`src/rtl/pdw_pkg.sv`:
```
`timescale 1ns/1ps
package pdw_pkg;
   typedef enum logic [2:0] {
      PDW_RUN         = 3'd0,
      PDW_ENTRY_RST   = 3'd1,
      PDW_DOWN        = 3'd2,
      PDW_PAD_RESTORE = 3'd3,
      PDW_OSC_WAIT    = 3'd4,
      PDW_RELEASE     = 3'd5
   } pdw_state_e;
endpackage

```
`src/rtl/pdw_sync.sv`:
```
`timescale 1ns/1ps
module pdw_sync #(
   parameter int   STAGES  = 2,
   parameter logic RST_VAL = 1'b1
) (
   input  logic clk_i,
   input  logic rst_ni,
   input  logic d_i,
   output logic q_o
);
   if (STAGES < 2) begin : g_bad_stages
      $error("pdw_sync: STAGES must be at least 2");
   end

   logic [STAGES-1:0] chain_q;

   for (genvar i = 0; i < STAGES; i++) begin : g_stage
      always_ff @(posedge clk_i or negedge rst_ni) begin
         if (!rst_ni)     chain_q[i] <= RST_VAL;
         else if (i == 0) chain_q[i] <= d_i;
         else             chain_q[i] <= chain_q[(i == 0) ? 0 : i-1];
      end
   end

   assign q_o = chain_q[STAGES-1];
endmodule

```
`src/rtl/pdw_mc_cnt.sv`:
```
`timescale 1ns/1ps
module pdw_mc_cnt #(
   parameter int LIMIT = 24
) (
   input  logic clk_i,
   input  logic rst_ni,
   input  logic clr_i,
   input  logic inc_i,
   output logic last_o
);
   localparam int CW = (LIMIT < 2) ? 1 : $clog2(LIMIT);

   if (LIMIT < 2) begin : g_bad_limit
      $error("pdw_mc_cnt: LIMIT must be at least 2");
   end

   logic [CW-1:0] cnt_q;

   always_ff @(posedge clk_i or negedge rst_ni) begin
      if (!rst_ni)     cnt_q <= '0;
      else if (clr_i)  cnt_q <= '0;
      else if (inc_i)  cnt_q <= cnt_q + 1'b1;
   end

   assign last_o = (cnt_q == CW'(LIMIT - 1));
endmodule

```
`src/rtl/pdw_ctrl.sv`:
```
`timescale 1ns/1ps
module pdw_ctrl #(
   parameter int RST_MC      = 24,
   parameter int SYNC_STAGES = 2
) (
   input  logic clk_i,
   input  logic ext_rst_ni,
   input  logic mc_stb_i,
   input  logic pd_pin_ni,
   input  logic osc_wd_en_i,
   input  logic wdt_auto_i,
   input  logic main_osc_rdy_i,
   output logic core_rst_o,
   output logic main_osc_en_o,
   output logic rc_osc_en_o,
   output logic pad_float_o,
   output logic clk_sel_rc_o,
   output logic owd_flag_o,
   output logic wdt_start_o
);
   import pdw_pkg::*;

   pdw_state_e state_q, state_d;
   logic       pin_sync_n;
   logic       pd_req;
   logic       phase_last;
   logic       wdt_start_q;
   logic       osc_on;

   pdw_sync #(.STAGES(SYNC_STAGES), .RST_VAL(1'b1)) u_pin_sync (
      .clk_i  (clk_i),
      .rst_ni (ext_rst_ni),
      .d_i    (pd_pin_ni),
      .q_o    (pin_sync_n)
   );

   assign pd_req = mc_stb_i && !pin_sync_n;

   pdw_mc_cnt #(.LIMIT(RST_MC)) u_entry_cnt (
      .clk_i  (clk_i),
      .rst_ni (ext_rst_ni),
      .clr_i  (state_q != PDW_ENTRY_RST),
      .inc_i  (mc_stb_i && state_q == PDW_ENTRY_RST),
      .last_o (phase_last)
   );

   always_comb begin
      state_d = state_q;
      if (mc_stb_i) begin
         unique case (state_q)
            PDW_RUN:         if (pd_req) state_d = PDW_ENTRY_RST;
            PDW_ENTRY_RST:   if (phase_last) state_d = PDW_DOWN;
            PDW_DOWN:        if (pin_sync_n) state_d = PDW_PAD_RESTORE;
            PDW_PAD_RESTORE: if (osc_wd_en_i) state_d = PDW_OSC_WAIT;
            PDW_OSC_WAIT:    if (main_osc_rdy_i) state_d = PDW_RELEASE;
            PDW_RELEASE:     state_d = PDW_RUN;
            default:         state_d = PDW_RUN;
         endcase
      end
   end

   always_ff @(posedge clk_i or negedge ext_rst_ni) begin
      if (!ext_rst_ni) begin
         state_q     <= PDW_RUN;
         wdt_start_q <= 1'b0;
      end else begin
         state_q     <= state_d;
         wdt_start_q <= mc_stb_i && (state_q == PDW_RELEASE) && wdt_auto_i;
      end
   end

   assign osc_on = (state_q == PDW_RUN) || (state_q == PDW_ENTRY_RST) ||
                   (state_q == PDW_OSC_WAIT) || (state_q == PDW_RELEASE);

   assign core_rst_o    = !ext_rst_ni || (state_q != PDW_RUN);
   assign main_osc_en_o = osc_on;
   assign rc_osc_en_o   = osc_on && osc_wd_en_i;
   assign pad_float_o   = (state_q == PDW_DOWN);
   assign clk_sel_rc_o  = (state_q == PDW_OSC_WAIT);
   assign owd_flag_o    = (state_q == PDW_OSC_WAIT);
   assign wdt_start_o   = wdt_start_q;
endmodule

```
`config.mk`:
```
export PLATFORM = sky130hd
export DESIGN_NAME = pdw_ctrl
export DESIGN_NICKNAME = d
export VERILOG_FILES = /design/src/rtl/pdw_pkg.sv /design/src/rtl/pdw_sync.sv /design/src/rtl/pdw_mc_cnt.sv /design/src/rtl/pdw_ctrl.sv
export SDC_FILE = /design/constraint.sdc
export NUM_CORES = 1
export LEC_CHECK = 0
export BUFFER_PORTS_ARGS = -buffer_cell sky130_fd_sc_hd__buf_2
export CAP_MARGIN = 10
export CORE_ASPECT_RATIO = 1.5
export CORE_MARGIN = 2
export CORE_UTILIZATION = 30
export DETAILED_ROUTE_END_ITERATION = 7
export PLACE_DENSITY = 0.57
export SLEW_MARGIN = 20
export SYNTH_ARGS = -nofsm -noshare
export SYNTH_HDL_FRONTEND = slang
export SYNTH_HIERARCHICAL = 1
export SYNTH_SLANG_ARGS = --single-unit
```
`constraint.sdc`:
```
create_clock -name clk_i -period 1.7 [get_ports clk_i]
set_input_delay 0.255 -clock clk_i [delete_from_list [all_inputs] [get_ports clk_i]]
set_output_delay 0.255 -clock clk_i [all_outputs]
set_load 0.005 [all_outputs]
```
==> impl_metrics.yaml, run 1 <==
synthesis:
  syn-num-nets: 63
  synth_seq_cells: 11
  netlist_area_sq_um: 608
  synth_top_area_share_pct: 37.0
  synth_cell_type_count: 30
  yosysTopAreaCell: "dfrtp_1"
  syn_avg_cell_area_sq_um: 11.1
  synthTopCellsByArea: "dfrtp_1, dfstp_2, mux2_4"
  synth_cells: 55
  ys.warnings.count: 6
  ys_seq_area_share_pct: 45.7
grt:
  grtUsageMet1_pct: 12.1
  grt_remaining_overflow: 0
  grtUsageMet3_pct: 2.26
  track_usage_pct: 11.4
  grt_max_degree: 13
  use_met2_pct: 18.6
  grt_busiest_layer: "met2"
  grt_pass1_vias: 435
  antenna_found_initial: 0
  grt_pass1_wl_mm: 1.81
pwr:
  power_density_mw_per_mm2: 1290
  leakage_uw: 0.000327
  ir_drop_uv: 451
detailed_routing:
  drt-total-wl_mm: 1.18
  vias_per_cell: 5.05
  dr.pass1.iters: 4
  route.detailed.drc: 0
  antenna_left: 0
  first_iter_violations: 1
  wl_per_cell_um: 12.8
  num_vias: 465
run:
  max_cap_viol_count: 0
worst_setup_path:
  cp_slowest_cell: "dlygate4sd3_1"
  start_kind: "primary input"
  arrival_ns: 1.29
  slowest_delay_ns: 0.52
  critPathBufInv: 3
  crit_path_cell_trace: "dlygate4sd3_1, buf_2, nand3_1, buf_2"
  cpMostUsedCell: "buf_2"
  r2r_slack_ns: 0.23
  cpLargestDelayFamily: "buffers and inverters"
  crit_path_end_kind: "primary output"
  worst_ep_required_time_ns: 1.44
  path_class: "primary input to primary output"
  critical_path_peak_fanout: 12
cts:
  cts.sinks: 11
  clock_latency_ns: 0.27
  cts_root_buf: "clkbuf_4"
  cts_buffers: 3
  clk_pin_slew_worst_paths_ns: 0.07
  clockBufferDepth: 2
  cts_tree: "done"
  cts_resized: 0
  htree_levels: 1
  ctsHoldBuffers: 1
  cts_setup_buffers: 0
status:
  status: "finished clean"
floorplanning:
  fp.dieW_um: 40.8
  num_rows: 20
  io-pin-count: 14
  initial_utilization_pct: 30.8
  dieHeight_um: 59.1
  core_sq_mm: 0.00198
  die_area_sq_mm: 0.00241
cells_and_area:
  nNetsFinal: 79
  n_fill_cell: 218
  final_common_cell: "buf_2"
  multiInputGateArea_sq_um: 289
  drive_above_1_share_pct: 37.1
  mostFrequentLayoutCells: "buf_2, dfrtp_1, nor2_1"
  regArea_sq_um: 278
  utilization_pct: 35.9
  area_growth_pct: 16.9
  antenna_cells: 0
timing:
  worst_pin_slew_ns: 0.324
  max_slew_margin_pct: 78.4
  fin_skew_ns: 0.00552
  setup_viol: 0
  fin_crit_sh_pct: 90.9
  rsz0062_at_grt: "no"
  slew_viol_final: 0
  fin_crit_ns: 1.55
  fin_ws_ns: 0.154
  fin_setup_tns_ns: 0
  max_freq_ghz: 0.647
  finalHoldViolCount: 0
place:
  port_buffers: 13
  dp_slack_ns: 0.243
  dp_hpwl_um: 864
  place.gp.congestion: 0.747
min_path:
  hold_path.class: "primary input to flop"
==> power by group <==
part           internal (uW)  switching [uW]  total, uW
Clock                   90.8            88.0        179
Combinational            168             154        323
Sequential               334            78.2        412
==> cell type report <==
cell class	count	area share, %
timing repair buffer	15	11.6
sequential	11	39.1
clock buffer	4	3.70
multi-input combinational	38	40.7
inverter	2	1.06
tap	22	3.87
==> synthesized netlist by cell type, drive strengths merged <==
cell type  instances
a21bo              1
a21boi             1
a21oi              1
a22o               1
a32o               1
a41oi              1
and2               1
and2b              1
and3               1
and4b              1
buf                4
dfrtp              9
dfstp              2
ha                 1
inv                2
mux2               3
mux2i              1
nand2b             1
nand3              2
nand3b             1
nand4              3
nor2               6
nor2b              3
nor3               2
o2111ai            1
o211ai             1
o21ai              2
xnor2              1
==> worst paths after layout <==
kind,startpoint,to,cells past startpoint
worst max-delay path,ext_rst_ni,core_rst_o,4
worst min-delay path,pd_pin_ni,u_pin_sync/chain_q[0],1
worst max register to register,u_entry_cnt/cnt_q[0],state_q[0],5
worst min register to register,u_pin_sync/chain_q[0],u_pin_sync/q_o,0
max in group asynchronous,ext_rst_ni,u_pin_sync/chain_q[0],2
min in group asynchronous,ext_rst_ni,wdt_start_o,2
==> state kept, by name, indices dropped and copies added (netlist names) <==
register / count
u_entry_cnt/cnt_q: 5
state_q: 3
u_pin_sync/chain_q: 1
u_pin_sync/q_o: 1
wdt_start_o: 1
==> metrics by stage <==
step / hold slack (ns) / instances / cell area, sq um / power [uW]
after floorplan: -0.0406 / 55 / 608 / 676
after global placement: 0.149 / 87 / 674 / 731
after detailed placement: 0.151 / 87 / 674 / 741
after CTS: 0.0702 / 92 / 711 / 931
after global routing: 0.0622 / 92 / 711 / 989
final: 0.0785 / 92 / 711 / 914
==> routing by layer <==
| layer | vias to the layer above | share of wire [%] |
|---|---|---|
| li1 | 226 | - |
| met1 | 224 | 43 |
| met2 | 11 | 50 |
| met3 | 4 | 4.1 |
| met4 | 0 | 2.5 |
| met5 | - | 0 |
==> kinds of logic after synthesis <==
family	Yosys count	synth area share (%)
buffers and inverters	6	6.79
and+or+nand+nor	22	21.4
muxes	4	8.44
xor gates and xnor gates	1	1.44
AOI/OAI and AO/OA	10	14.2
adders and majority gates	1	2.06
DFF	11	45.7
(Power assumes the default switching activity.)
==> run 2, diff against run 1 <==
- ABC_AREA: default -> 1
- ABC_CLOCK_PERIOD_IN_PS: default -> 1700
- PLACE_DENSITY: 0.57 -> 0.56
- REMOVE_ABC_BUFFERS: default -> 1
==> impl_metrics.yaml, run 2 <==
synthesis:
  ys.warnings.count: 6
  synth_flop_cell: "dfrtp_1"
  synth_most_common_cell: "nand2_1"
  yosysTopAreaCell: "dfrtp_1"
  synth_top_area_share_pct: 33.6
  netlist_area_sq_um: 669
  synth_cell_type_count: 18
  async_flop_share_pct: 100
  synth.top_cells.by_count: "nand2_1, dfrtp_1, inv_1, nand3_1, nor2_1"
  ys_seq_area_share_pct: 41.5
  syn_avg_cell_area_sq_um: 8.16
  synth_edf_count: 0
  synth_cells: 82
  synthTopCellsByArea: "dfrtp_1, nand2_1, dfstp_2"
  synth_seq_cells: 11
timing:
  fin_skew_ns: 0.00115
  fin_setup_tns_ns: 0
  worst_pin_slew_ns: 0.328
  max_slew_margin_pct: 78.2
  slew_viol_final: 0
  finalHoldViolCount: 0
  rsz0062_at_grt: "no"
  fin_crit_ns: 1.53
  fin_crit_sh_pct: 90.1
  holdWs_ns: 0.0757
  max_freq_ghz: 0.653
  setup_viol: 0
cells_and_area:
  n_fill_cell: 238
  fin_cells: 121
  reg.largest.list: "u_entry_cnt/cnt_q: 5 flops, state_q: 3 flops"
  drive_above_1_share_pct: 40.8
  regArea_sq_um: 278
  final_common_cell: "nand2_1"
  multiInputGateArea_sq_um: 328
  largest_reg_flops: 5
  stdcell_area_sq_um: 782
  antenna_cells: 0
  regMostFlops: "u_entry_cnt/cnt_q"
  nNetsFinal: 107
  area_growth_pct: 16.8
  mostFrequentLayoutCells: "nand2_1, buf_2, dfrtp_1"
grt:
  track_usage_pct: 10.4
  grt_pass1_wl_mm: 1.99
  grt_pass1_vias: 466
  grt_remaining_overflow: 0
  grt_max_degree: 13
  antenna_found_initial: 0
detailed_routing:
  route.detailed.drc: 0
  wl_met2_um: 689
  wl_per_cell_um: 10.5
  drt-total-wl_mm: 1.27
  antenna_left: 0
  vias_per_cell: 4.45
  num_vias: 539
  dr.pass1.iters: 3
  route.top_layer_used: "met4"
  wl_met3_um: 46
  first_iter_violations: 7
  drt-met1-wl_um: 507
cts:
  cts_root_buf: "clkbuf_4"
  cts_setup_buffers: 0
  cts_tree: "done"
  clock_latency_ns: 0.27
  cts_buffers: 3
  htree_levels: 1
  cts.sinks: 11
  cts_resized: 0
  ctsHoldBuffers: 1
  clk_pin_slew_worst_paths_ns: 0.07
  clockBufferDepth: 2
pwr:
  pwr-share-seq_pct: 36.1
  p_total_uw: 1060
  combPwrFrac_pct: 46.7
  leakage_uw: 0.000388
  internal_power_uw: 575
  p_sw_share_pct: 45.7
  p_clk_share_pct: 17.1
  ir_drop_uv: 647
  switchingPower_uw: 484
  power_density_mw_per_mm2: 1350
place:
  dpl_cell_area_sq_um: 744
  port_buffers: 13
  place.gp.congestion: 0.743
  dp_hpwl_mm: 1.02
  placed_cells: 116
status:
  status: "finished clean"
floorplanning:
  core_sq_mm: 0.00218
  dieHeight_um: 61.9
  initial_utilization_pct: 30.7
  die_area_sq_mm: 0.00263
  fp.dieW_um: 42.6
  io-pin-count: 14
  num_rows: 21
worst_setup_path:
  worst_ep_required_time_ns: 1.44
  start_kind: "primary input"
  crit_path_end_kind: "primary output"
  critical_path_peak_fanout: 12
  arrival_ns: 1.28
  path_class: "primary input to primary output"
run:
  max_cap_viol_count: 0
min_path:
  hold_path.class: "primary input to flop"
run 2: metal layers:
| layer | vias up | GRT usage, % |
|---|---|---|
| met1 | 241 | 11.5 |
| li1 | 284 | - |
| met4 | 0 | 5.36 |
| met2 | 10 | 19.1 |
| met5 | - | 0 |
| met3 | 4 | 2.02 |
run 2: power groups by stage:
stage / logic, uW / registers [uW] / clock network, uW
finish: 495 / 383 / 181
detailed placement: 499 / 389 / 0
global placement: 500 / 388 / 0
floorplan: 383 / 373 / 0
CTS: 504 / 384 / 188
global route: 560 / 394 / 197
run 2: kinds of logic (layout without fill, tap and decap cells):
family                     after synthesis  count (layout)  synth area share (%)
adders and majority gates                1               1                  1.87
xor gates and xnor gates                 1               1                  1.31
AOI/OAI and AO/OA                        6               6                  4.49
buffers and inverters                   14              30                  9.53
and+or+nand+nor                         49              49                  41.3
DFF                                     11              11                  41.5
run 2: through the flow:
step                setup slack [ns]  util [%]
floorplan                      0.392         -
global placement               0.279      34.1
detailed placement             0.279      34.1
CTS                            0.135      35.9
global route                  0.0628      35.9
finish                         0.168      35.9
run 2: layout make-up:
type                       instances  share of cell area, %
multi-input combinational         57                   41.9
inverter                          12                   5.76
clock inverter                     1                  0.640
sequential                        11                   35.5
timing repair buffer              14                   9.60
tap                               23                   3.68
clock buffer                       3                   2.88
run 2: critical path: stages:
cell           delay [ns]
dlygate4sd3_1        0.51
buf_2                0.27
nand3_1              0.11
buf_2                0.13
run 2: final timing paths:
kind	start	cells past startpoint	to	slack [ns]
min in group asynchronous	ext_rst_ni	2	state_q[0]	0.38
max in group asynchronous	ext_rst_ni	2	u_pin_sync/q_o	1.05
setup / recovery	ext_rst_ni	4	core_rst_o	0.17
hold / removal	pd_pin_ni	1	u_pin_sync/chain_q[0]	0.08
setup reg to reg	state_q[1]	8	u_entry_cnt/cnt_q[3]	0.28
hold reg to reg	u_pin_sync/chain_q[0]	0	u_pin_sync/q_o	0.36
